==> src/rtl/eth_irq_coalesce.sv <==
module eth_irq_coalesce #(
  parameter int PRESCALE = 16,
  parameter int TMR_W    = 16,
  parameter int PEND_W   = 8
) (
  input  logic        clk,
  input  logic        rst_n,
  input  logic        reg_wr,
  input  logic [1:0]  reg_addr,
  input  logic [31:0] reg_wdata,
  output logic [31:0] reg_rdata,
  input  logic        ev_rx_frame,
  input  logic        ev_tx_pkt,
  input  logic        ev_tx_empty,
  output logic        irq
);

  localparam int PRE_W = (PRESCALE > 1) ? $clog2(PRESCALE) : 1;
  localparam logic [PEND_W-1:0] PEND_MAX = '1;
  localparam logic [7:0] THR_RST = 8'd8;
  localparam logic [TMR_W-1:0] TMR_RST = TMR_W'('h74);
  localparam logic [PRE_W-1:0] PRE_LAST = PRE_W'(PRESCALE - 1);

  logic [PEND_W-1:0] pend_q;
  logic              b_txp, b_txe, b_coal;
  logic [7:0]        en_src;
  logic              en_port, en_glb;
  logic [7:0]        thr_q, coal_cnt;
  logic [TMR_W-1:0]  tlim_q, tmr_q;
  logic [PRE_W-1:0]  pre_q;

  wire       wr_raw = reg_wr && reg_addr == 2'd0;
  wire       wr_en  = reg_wr && reg_addr == 2'd1;
  wire       wr_cfg = reg_wr && reg_addr == 2'd2;
  wire [7:0] clr    = wr_raw ? reg_wdata[7:0] : 8'h00;

  wire [7:0] raw = {b_coal, b_txe, 4'b0000, b_txp, pend_q != '0};

  wire pend_inc = ev_rx_frame && pend_q != PEND_MAX;
  wire pend_dec = clr[0] && pend_q != '0;

  wire [7:0] thr_eff  = (thr_q == 8'd0) ? 8'd1 : thr_q;
  wire       armed    = coal_cnt != 8'd0;
  wire       fire_cnt = ev_rx_frame && ({1'b0, coal_cnt} + 9'd1 >= {1'b0, thr_eff});
  wire       fire_tmo = armed && tmr_q >= tlim_q;
  wire       fire     = fire_cnt || fire_tmo;
  wire       tick     = pre_q == PRE_LAST;

  logic unused_wdata;
  assign unused_wdata = ^{reg_wdata[23:20], reg_wdata[17:16]};

  always_ff @(posedge clk) begin
    if (!rst_n) begin
      pend_q <= '0;
      b_txp  <= 1'b0;
      b_txe  <= 1'b0;
      b_coal <= 1'b0;
    end else begin
      pend_q <= pend_q + PEND_W'(pend_inc) - PEND_W'(pend_dec);
      b_txp  <= ev_tx_pkt   | (b_txp  & ~clr[1]);
      b_txe  <= ev_tx_empty | (b_txe  & ~clr[6]);
      b_coal <= fire        | (b_coal & ~clr[7]);
    end
  end

  always_ff @(posedge clk) begin
    if (!rst_n) begin
      en_src  <= 8'h00;
      en_port <= 1'b0;
      en_glb  <= 1'b0;
      thr_q   <= THR_RST;
      tlim_q  <= TMR_RST;
    end else begin
      if (wr_en) begin
        en_src  <= reg_wdata[7:0];
        en_port <= reg_wdata[18];
        en_glb  <= reg_wdata[19];
      end
      if (wr_cfg) begin
        thr_q  <= reg_wdata[31:24];
        tlim_q <= reg_wdata[TMR_W-1:0];
      end
    end
  end

  always_ff @(posedge clk) begin
    if (!rst_n) begin
      coal_cnt <= 8'd0;
      tmr_q    <= '0;
      pre_q    <= '0;
    end else if (fire) begin
      coal_cnt <= 8'd0;
      tmr_q    <= '0;
      pre_q    <= '0;
    end else begin
      coal_cnt <= coal_cnt + 8'(ev_rx_frame);
      if (armed) begin
        pre_q <= tick ? '0 : pre_q + PRE_W'(1);
        if (tick) tmr_q <= tmr_q + TMR_W'(1);
      end
    end
  end

  always_ff @(posedge clk) begin
    if (!rst_n) irq <= 1'b0;
    else        irq <= en_glb && en_port && |(raw & en_src);
  end

  always_comb begin
    case (reg_addr)
      2'd0:    reg_rdata = {24'h0, raw};
      2'd1:    reg_rdata = {12'h0, en_glb, en_port, 10'h0, en_src};
      2'd2:    reg_rdata = {thr_q, {(24 - TMR_W){1'b0}}, tlim_q};
      default: reg_rdata = 32'h0;
    endcase
  end

  assert_irq_needs_levels_R8: assert property (@(posedge clk) disable iff (!rst_n)
    irq |-> $past(en_glb && en_port));

  assert_w1c_clears_R3: assert property (@(posedge clk) disable iff (!rst_n)
    (wr_raw && reg_wdata[1] && !ev_tx_pkt) |=> !b_txp);

  assert_zero_write_keeps_R3: assert property (@(posedge clk) disable iff (!rst_n)
    (wr_raw && reg_wdata[7:0] == 8'h00 && !ev_rx_frame && !ev_tx_pkt && !ev_tx_empty && !fire)
      |=> $stable(raw));

  assert_event_wins_R4: assert property (@(posedge clk) disable iff (!rst_n)
    ev_tx_empty |=> b_txe);

  assert_frame_pending_R5: assert property (@(posedge clk) disable iff (!rst_n)
    ev_rx_frame |=> pend_q != '0);

  assert_coal_on_fire_R6: assert property (@(posedge clk) disable iff (!rst_n)
    fire |=> (b_coal && coal_cnt == 8'd0));

endmodule

==> config.mk <==
export PLATFORM = sky130hd
export DESIGN_NAME = eth_irq_coalesce
export DESIGN_NICKNAME = d
export VERILOG_FILES = /design/src/rtl/eth_irq_coalesce.sv
export SDC_FILE = /design/constraint.sdc
export NUM_CORES = 1
export LEC_CHECK = 0
export BUFFER_PORTS_ARGS = -buffer_cell sky130_fd_sc_hd__buf_4
export CAP_MARGIN = 20
export CORE_AREA = 2 2 115 117
export CTS_BUF_LIST = sky130_fd_sc_hd__clkbuf_16
export CTS_CLUSTER_DIAMETER = 60
export DETAILED_ROUTE_END_ITERATION = 10
export DIE_AREA = 0 0 117 119
export GPL_TIMING_DRIVEN = 0
export PLACE_DENSITY_LB_ADDON = 0.12
export SLEW_MARGIN = 10
export SYNTH_ARGS = -nofsm -noshare
export SYNTH_HDL_FRONTEND = slang
export SYNTH_SLANG_ARGS = --single-unit
==> constraint.sdc <==
create_clock -name clk -period 3 [get_ports clk]
set_input_delay 0 -clock clk [delete_from_list [all_inputs] [get_ports clk]]
set_output_delay 0 -clock clk [all_outputs]
set_load 0.02 [all_outputs]
## Yosys cells after proc, flatten, opt, wreduce, memory -nomap -nowiden

Index checks and enable logic that the tools add are counted.

| cells by class | value |
|---|---|
| $add $sub $neg | 6 |
| magnitude comparators | 2 |
| equality and inequality tests | 4 |
| multiplexer cells | 4 |
| bitwise gates (word level) | 11 |
| reduce and logical (&&, ||, !) cells | 17 |

Operators with widths:

| operator | number |
|---|---|
| case mux 32 bit (3 select lines) | 1 |
| adder 16 x 1 -> 16 bit (second input constant) | 1 |
| adder 8 x 1 -> 8 bit | 2 |
| greater-or-equal comparator 16 bit | 1 |
| two-way mux 8 bit | 2 |
| nonzero test 8 bit | 2 |
| adder 8 x 1 -> 9 bit (second input constant) | 1 |
| greater-or-equal comparator 9 x 8 -> 1 bit | 1 |
| logical AND 1 bit | 9 |
| AND 8 bit | 1 |
| zero test 8 bit | 1 |
| != test 8 bit (second input constant) | 1 |
| OR reduction 8 bit | 1 |
| subtractor 8 x 1 -> 8 bit | 1 |
| adder 4 x 1 -> 4 bit (second input constant) | 1 |
| == test 4 bit (second input constant) | 1 |
| two-way mux 4 bit | 1 |
| inverter 1 bit | 4 |
| AND 1 bit | 3 |
| OR 1 bit | 3 |
| == test 2 x 1 -> 1 bit (second input constant) | 1 |
| == test 2 bit (second input constant) | 1 |
| zero test 2 bit | 1 |
| AND reduction 2 bit | 1 |
| other kinds (2) | 2 |

| storage, ports and cells | value |
|---|---|
| register bits after elaboration | 74 |
| bits of input ports | 40 |
| output and inout bits | 33 |
| word-level logic and storage cells | 57 |

## Depth between registers and ports, before layout

| logic depth | value |
|---|---|
| depth after elaboration | 6 |
| depth in mapped cells | 15 |
| mapped depth without buffers | 15 |

## Worst setup path after synthesis

No wires, ideal clock.

| timing | value |
|---|---|
| path kind | flip-flop to flip-flop |
| start | register pend_q[2] |
| end | register pend_q[6] |
| library setup time | 116 ps |
| data arrival time | 2,434 ps |
| data required time | 2,884 ps |
| slack | 451 ps |
| cell stages (with the launch flop) | 16 |
| path buffers | 0 |
| period minus slack after synthesis | 2,549 ps |
| path through | dfxtp_1 > inv_1 > ha_1 > nand4_1 > and3_1 > ha_1 > inv_1 > ha_1 > inv_1 > fa_1 > nand2b_1 > a21oi_1 > o21ai_0 > a21oi_1 > o21ai_0 > and3_1 |

| between the ends | value |
|---|---|
| word-level cells in the longest chain between the ends | 4 |
| elaborated cells on any way between the ends | 6 |
| those cells by class | add/sub: 2; eq/ne: 1; reduce/logical: 3 |

RTL lines:

| item | RTL line | RTL |
|---|---|---|
| start: declaration | 24 | `logic [PEND_W-1:0] pend_q;` |
| start signal: assignment | 59 | `pend_q <= pend_q + PEND_W'(pend_inc) - PEND_W'(pend_dec);` |
| != test 8 bit | 39 | `wire pend_inc = ev_rx_frame && pend_q != PEND_MAX;` |
| logical AND 1 bit | 39 |  |
| adder 8 x 1 -> 8 bit | 59 |  |
| subtractor 8 x 1 -> 8 bit * | 59 |  |

Mark *: on every way between the ends. The rest lies on a longest branch, timed or not.
A chain may end at the register's enable or synchronous reset.

## Worst setup path in the final report

Same ends and word-level chain as after synthesis.

==> results.sh <==
export IMPL_power_ir_vdd_worst_mv=0.388
export IMPL_floorplan_rows=42
export IMPL_first_global_vias=3668
export IMPL_drt_vias_per_instance=4.61
export IMPL_vias=3717
export IMPL_hold_start="ev_rx_frame"
export IMPL_synth_area_mm2=0.00432
export IMPL_worstPathMaxFanout=3
export IMPL_largest_net_degree_at_the_start_of_global_routing=12
export IMPL_synth_edf_count=0
export IMPL_syn_mean_instance_area_um2=8.26
export IMPL_status="finished, final reports clean"
export IMPL_cp_required_ns=3.22
export IMPL_hold_violations=0
export IMPL_share_of_async_settable_or_async_resettable_flops_after_synthesis_pct=0
export IMPL_grt_total_usage_pct=16.4
export IMPL_grt_remaining_overflow=0
export IMPL_yosysWarnings=0
export IMPL_synth_top_flop_cell="sky130_fd_sc_hd__dfxtp_1"
export IMPL_drt_initial_drc_count=99
export IMPL_yosysUniqueCellTypes=50
export IMPL_drv_cap=0
export IMPL_cts_tree="yes"
export IMPL_n_antenna_cell=0
export IMPL_avgRoutedWirePerCell_um=13.4
export IMPL_initial_core_util_pct=33.5
export IMPL_io_pin_count=73
export IMPL_cp_end_kind="flop"
export IMPL_max_slew_margin_rel_pct=50.9
export IMPL_synth_top_area_cell="sky130_fd_sc_hd__dfxtp_1"
export IMPL_mostFrequentLayoutCell="sky130_fd_sc_hd__nand2_1"
export IMPL_fin_util_pct=43.4
export IMPL_hp_class="in2reg"
export IMPL_timing_final_crit_share_pct=91.1
export IMPL_reg2reg_setup_slack_ns=0.27
export IMPL_finalMaxSlewViolations=0
export IMPL_final_net_count=711
export IMPL_final_count_of_negative_setup_slack_endpoints=0
export IMPL_die_width_um=117
export IMPL_min_tclk_post_route_ns=2.73
export IMPL_path_class="reg2reg"
export IMPL_cts_made_buffers=9
export IMPL_r2r_start="pend_q[2]$_SDFF_PN0_"
export IMPL_length_of_the_first_detailed_routing_pass_in_iterations=6
export IMPL_synth_seq_area_share_pct=34.3
export IMPL_fmaxAchievable_mhz=366
export IMPL_final_setup_tns_ns=0
export IMPL_clk_path_buf_depth=2
export IMPL_tightestPinTransition_ns=0.731
export IMPL_io_buffers=59
export IMPL_antenna_violation_net_count_after_detailed_routing=0
export IMPL_synth_area_leaders="sky130_fd_sc_hd__dfxtp_1 (34%), sky130_fd_sc_hd__ha_1 (13%), sky130_fd_sc_hd__nand2_1 (8.4%)"
export IMPL_register_clock_pin_slew_on_the_reported_worst_setup_and_hold_paths_ns=0.06
export IMPL_design_die_area_mm2=0.0139
export IMPL_fin_skew_ns=0.00481
export IMPL_floorplan_core_area_mm2=0.0129
export IMPL_nFillCells=1326
export IMPL_setup_worst_path_start_class="flop"
export IMPL_clockRootBuffer="sky130_fd_sc_hd__clkbuf_16"
export IMPL_cts_htree_levels=3
export IMPL_dp_hpwl_um=8170
export IMPL_layout_area_overhead_vs_synth_pct=29.4
export IMPL_worstSkewPairLatency_ns=0.33
export IMPL_yosys_register_bits=74
export IMPL_syn_instance_count=523
export IMPL_final_weighted_congestion_of_routability_driven_global_placement=0.827
export IMPL_synth_top_cell_area_share_pct=34.3
export IMPL_wire_length_of_the_first_global_routing_pass_um=17900
export IMPL_timing_critical_path_from="pend_q[2]$_SDFF_PN0_"
export IMPL_layout_cells_most_common_list="sky130_fd_sc_hd__nand2_1 (97), sky130_fd_sc_hd__dfxtp_1 (74), sky130_fd_sc_hd__buf_4 (65)"
export IMPL_power_leakage_uw=0.00238
export IMPL_drc=0
export IMPL_grt_setup_unrepaired="no"
export IMPL_initial_antenna_violation_count=0
export IMPL_cp_data_arrival_time_ns=2.95
export IMPL_drt_wl_total_um=10800
export IMPL_cts_num_sinks=74
export IMPL_power_density_cell_area_mw_per_mm2=501
export IMPL_share_of_cells_above_drive_strength_1_pct=15.7
export IMPL_fp_dieH_um=119
==> kinds of logic after synthesis <==
logic type      count (synthesis)  synth area share [%]
other cells                     1                0.0868
compound gates                 87                  14.2
xor+xnor                       30                  6.09
buf+inv                        66                  7.19
mux                             6                  1.39
flops                          74                  34.3
simple gates                  214                  23.5
fa+ha+maj                      45                  13.2
==> sequential cells by signal, summed over array words and instances (netlist names) <==
name,flops
pend_q,8
b_txp,1
thr_q,8
coal_cnt,8
tlim_q,16
irq,1
tmr_q,16
en_src,8
b_txe,1
b_coal,1
en_port,1
en_glb,1
pre_q,4
==> worst paths after layout <==
path	endpoint	cells after the start
hold reg to reg	en_src[5]$_SDFFE_PN0P_	2
setup / recovery	pend_q[6]$_SDFF_PN0_	15
hold / removal	coal_cnt[0]$_SDFF_PP0_	3
setup reg to reg	pend_q[6]$_SDFF_PN0_	15
==> layer usage <==
layer | wire (um) | vias up | track usage, %
li1 | - | 1939 | -
met1 | 5170 | 1709 | 21.9
met2 | 5140 | 59 | 27.0
met3 | 382 | 10 | 2.44
met4 | 133 | 0 | 5.29
met5 | 0 | - | 0
==> critical path: stages, from the launching register on <==
cell and delay, ns:
sky130_fd_sc_hd__dfxtp_1 0.36, sky130_fd_sc_hd__inv_1 0.07, sky130_fd_sc_hd__ha_1 0.20, sky130_fd_sc_hd__nand4_1 0.15, sky130_fd_sc_hd__and3_4 0.20, sky130_fd_sc_hd__ha_1 0.22, sky130_fd_sc_hd__inv_1 0.06, sky130_fd_sc_hd__ha_1 0.16
sky130_fd_sc_hd__inv_1 0.06, sky130_fd_sc_hd__fa_2 0.35, sky130_fd_sc_hd__nand2b_4 0.15, sky130_fd_sc_hd__a21oi_2 0.15, sky130_fd_sc_hd__o21ai_1 0.09, sky130_fd_sc_hd__a21oi_1 0.15, sky130_fd_sc_hd__o21ai_0 0.08, sky130_fd_sc_hd__and3_1 0.16
==> synthesized netlist by cell type (2+ instances only) <==
library cell / n
sky130_fd_sc_hd__nand2_1: 97
sky130_fd_sc_hd__dfxtp_1: 74
sky130_fd_sc_hd__ha_1: 44
sky130_fd_sc_hd__inv_1: 41
sky130_fd_sc_hd__nor2_1: 35
sky130_fd_sc_hd__a21boi_0: 31
sky130_fd_sc_hd__and2_1: 24
sky130_fd_sc_hd__a21oi_1: 19
sky130_fd_sc_hd__xor2_1: 17
sky130_fd_sc_hd__o21ai_0: 16
sky130_fd_sc_hd__nand3_1: 14
sky130_fd_sc_hd__clkbuf_1: 13
sky130_fd_sc_hd__xnor2_1: 13
sky130_fd_sc_hd__and3_1: 9
sky130_fd_sc_hd__buf_4: 6
sky130_fd_sc_hd__mux2i_1: 6
sky130_fd_sc_hd__nor2b_1: 6
sky130_fd_sc_hd__nand4_1: 5
sky130_fd_sc_hd__o211ai_1: 5
sky130_fd_sc_hd__a22o_1: 4
sky130_fd_sc_hd__buf_6: 4
sky130_fd_sc_hd__nor3_1: 4
sky130_fd_sc_hd__or3_1: 4
sky130_fd_sc_hd__and3_2: 3
sky130_fd_sc_hd__nand2b_1: 3
sky130_fd_sc_hd__nor2_2: 2
==> cell type report <==
class	instances	area [um^2]	share of cell area, %
Clock inverter	7	53.8	0.963
Clock buffer	9	225	4.03
Inverter	41	154	2.76
Tap cell	176	220	3.94
Timing Repair Buffer	87	723	12.9
Sequential cell	74	1480	26.5
Multi-Input combinational cell	388	2570	46.0
Buffer	25	156	2.80
==> per-stage QoR <==
stage          cell area (um^2)  worst slack, ns  power (uW)  hold WS, ns  cells
2_1_floorplan              4340            0.451        1540        0.138    528
3_3_place_gp               5000            0.117        1700        0.227    763
3_5_place_dp               5000           0.0788        1730        0.238    763
4_1_cts                    5560           0.0571        2800       0.0803    807
5_1_grt                    5590           0.0164        2970       0.0978    807
6_report                   5590            0.266        2800       0.0800    807
==> power by group <==
group / switching [uW] / internal (uW)
registers: 51.2 / 1050
clock network: 405 / 628
logic: 343 / 323
==> what timing repair did <==
item	CTS	global route
setup endpoints to repair	0	2
gates resized for setup	0	7
endpoints found under the hold margin	36	0
setup buffers	0	0
hold buffers	28	0
No activity file was read; power rests on OpenSTA's default activity.
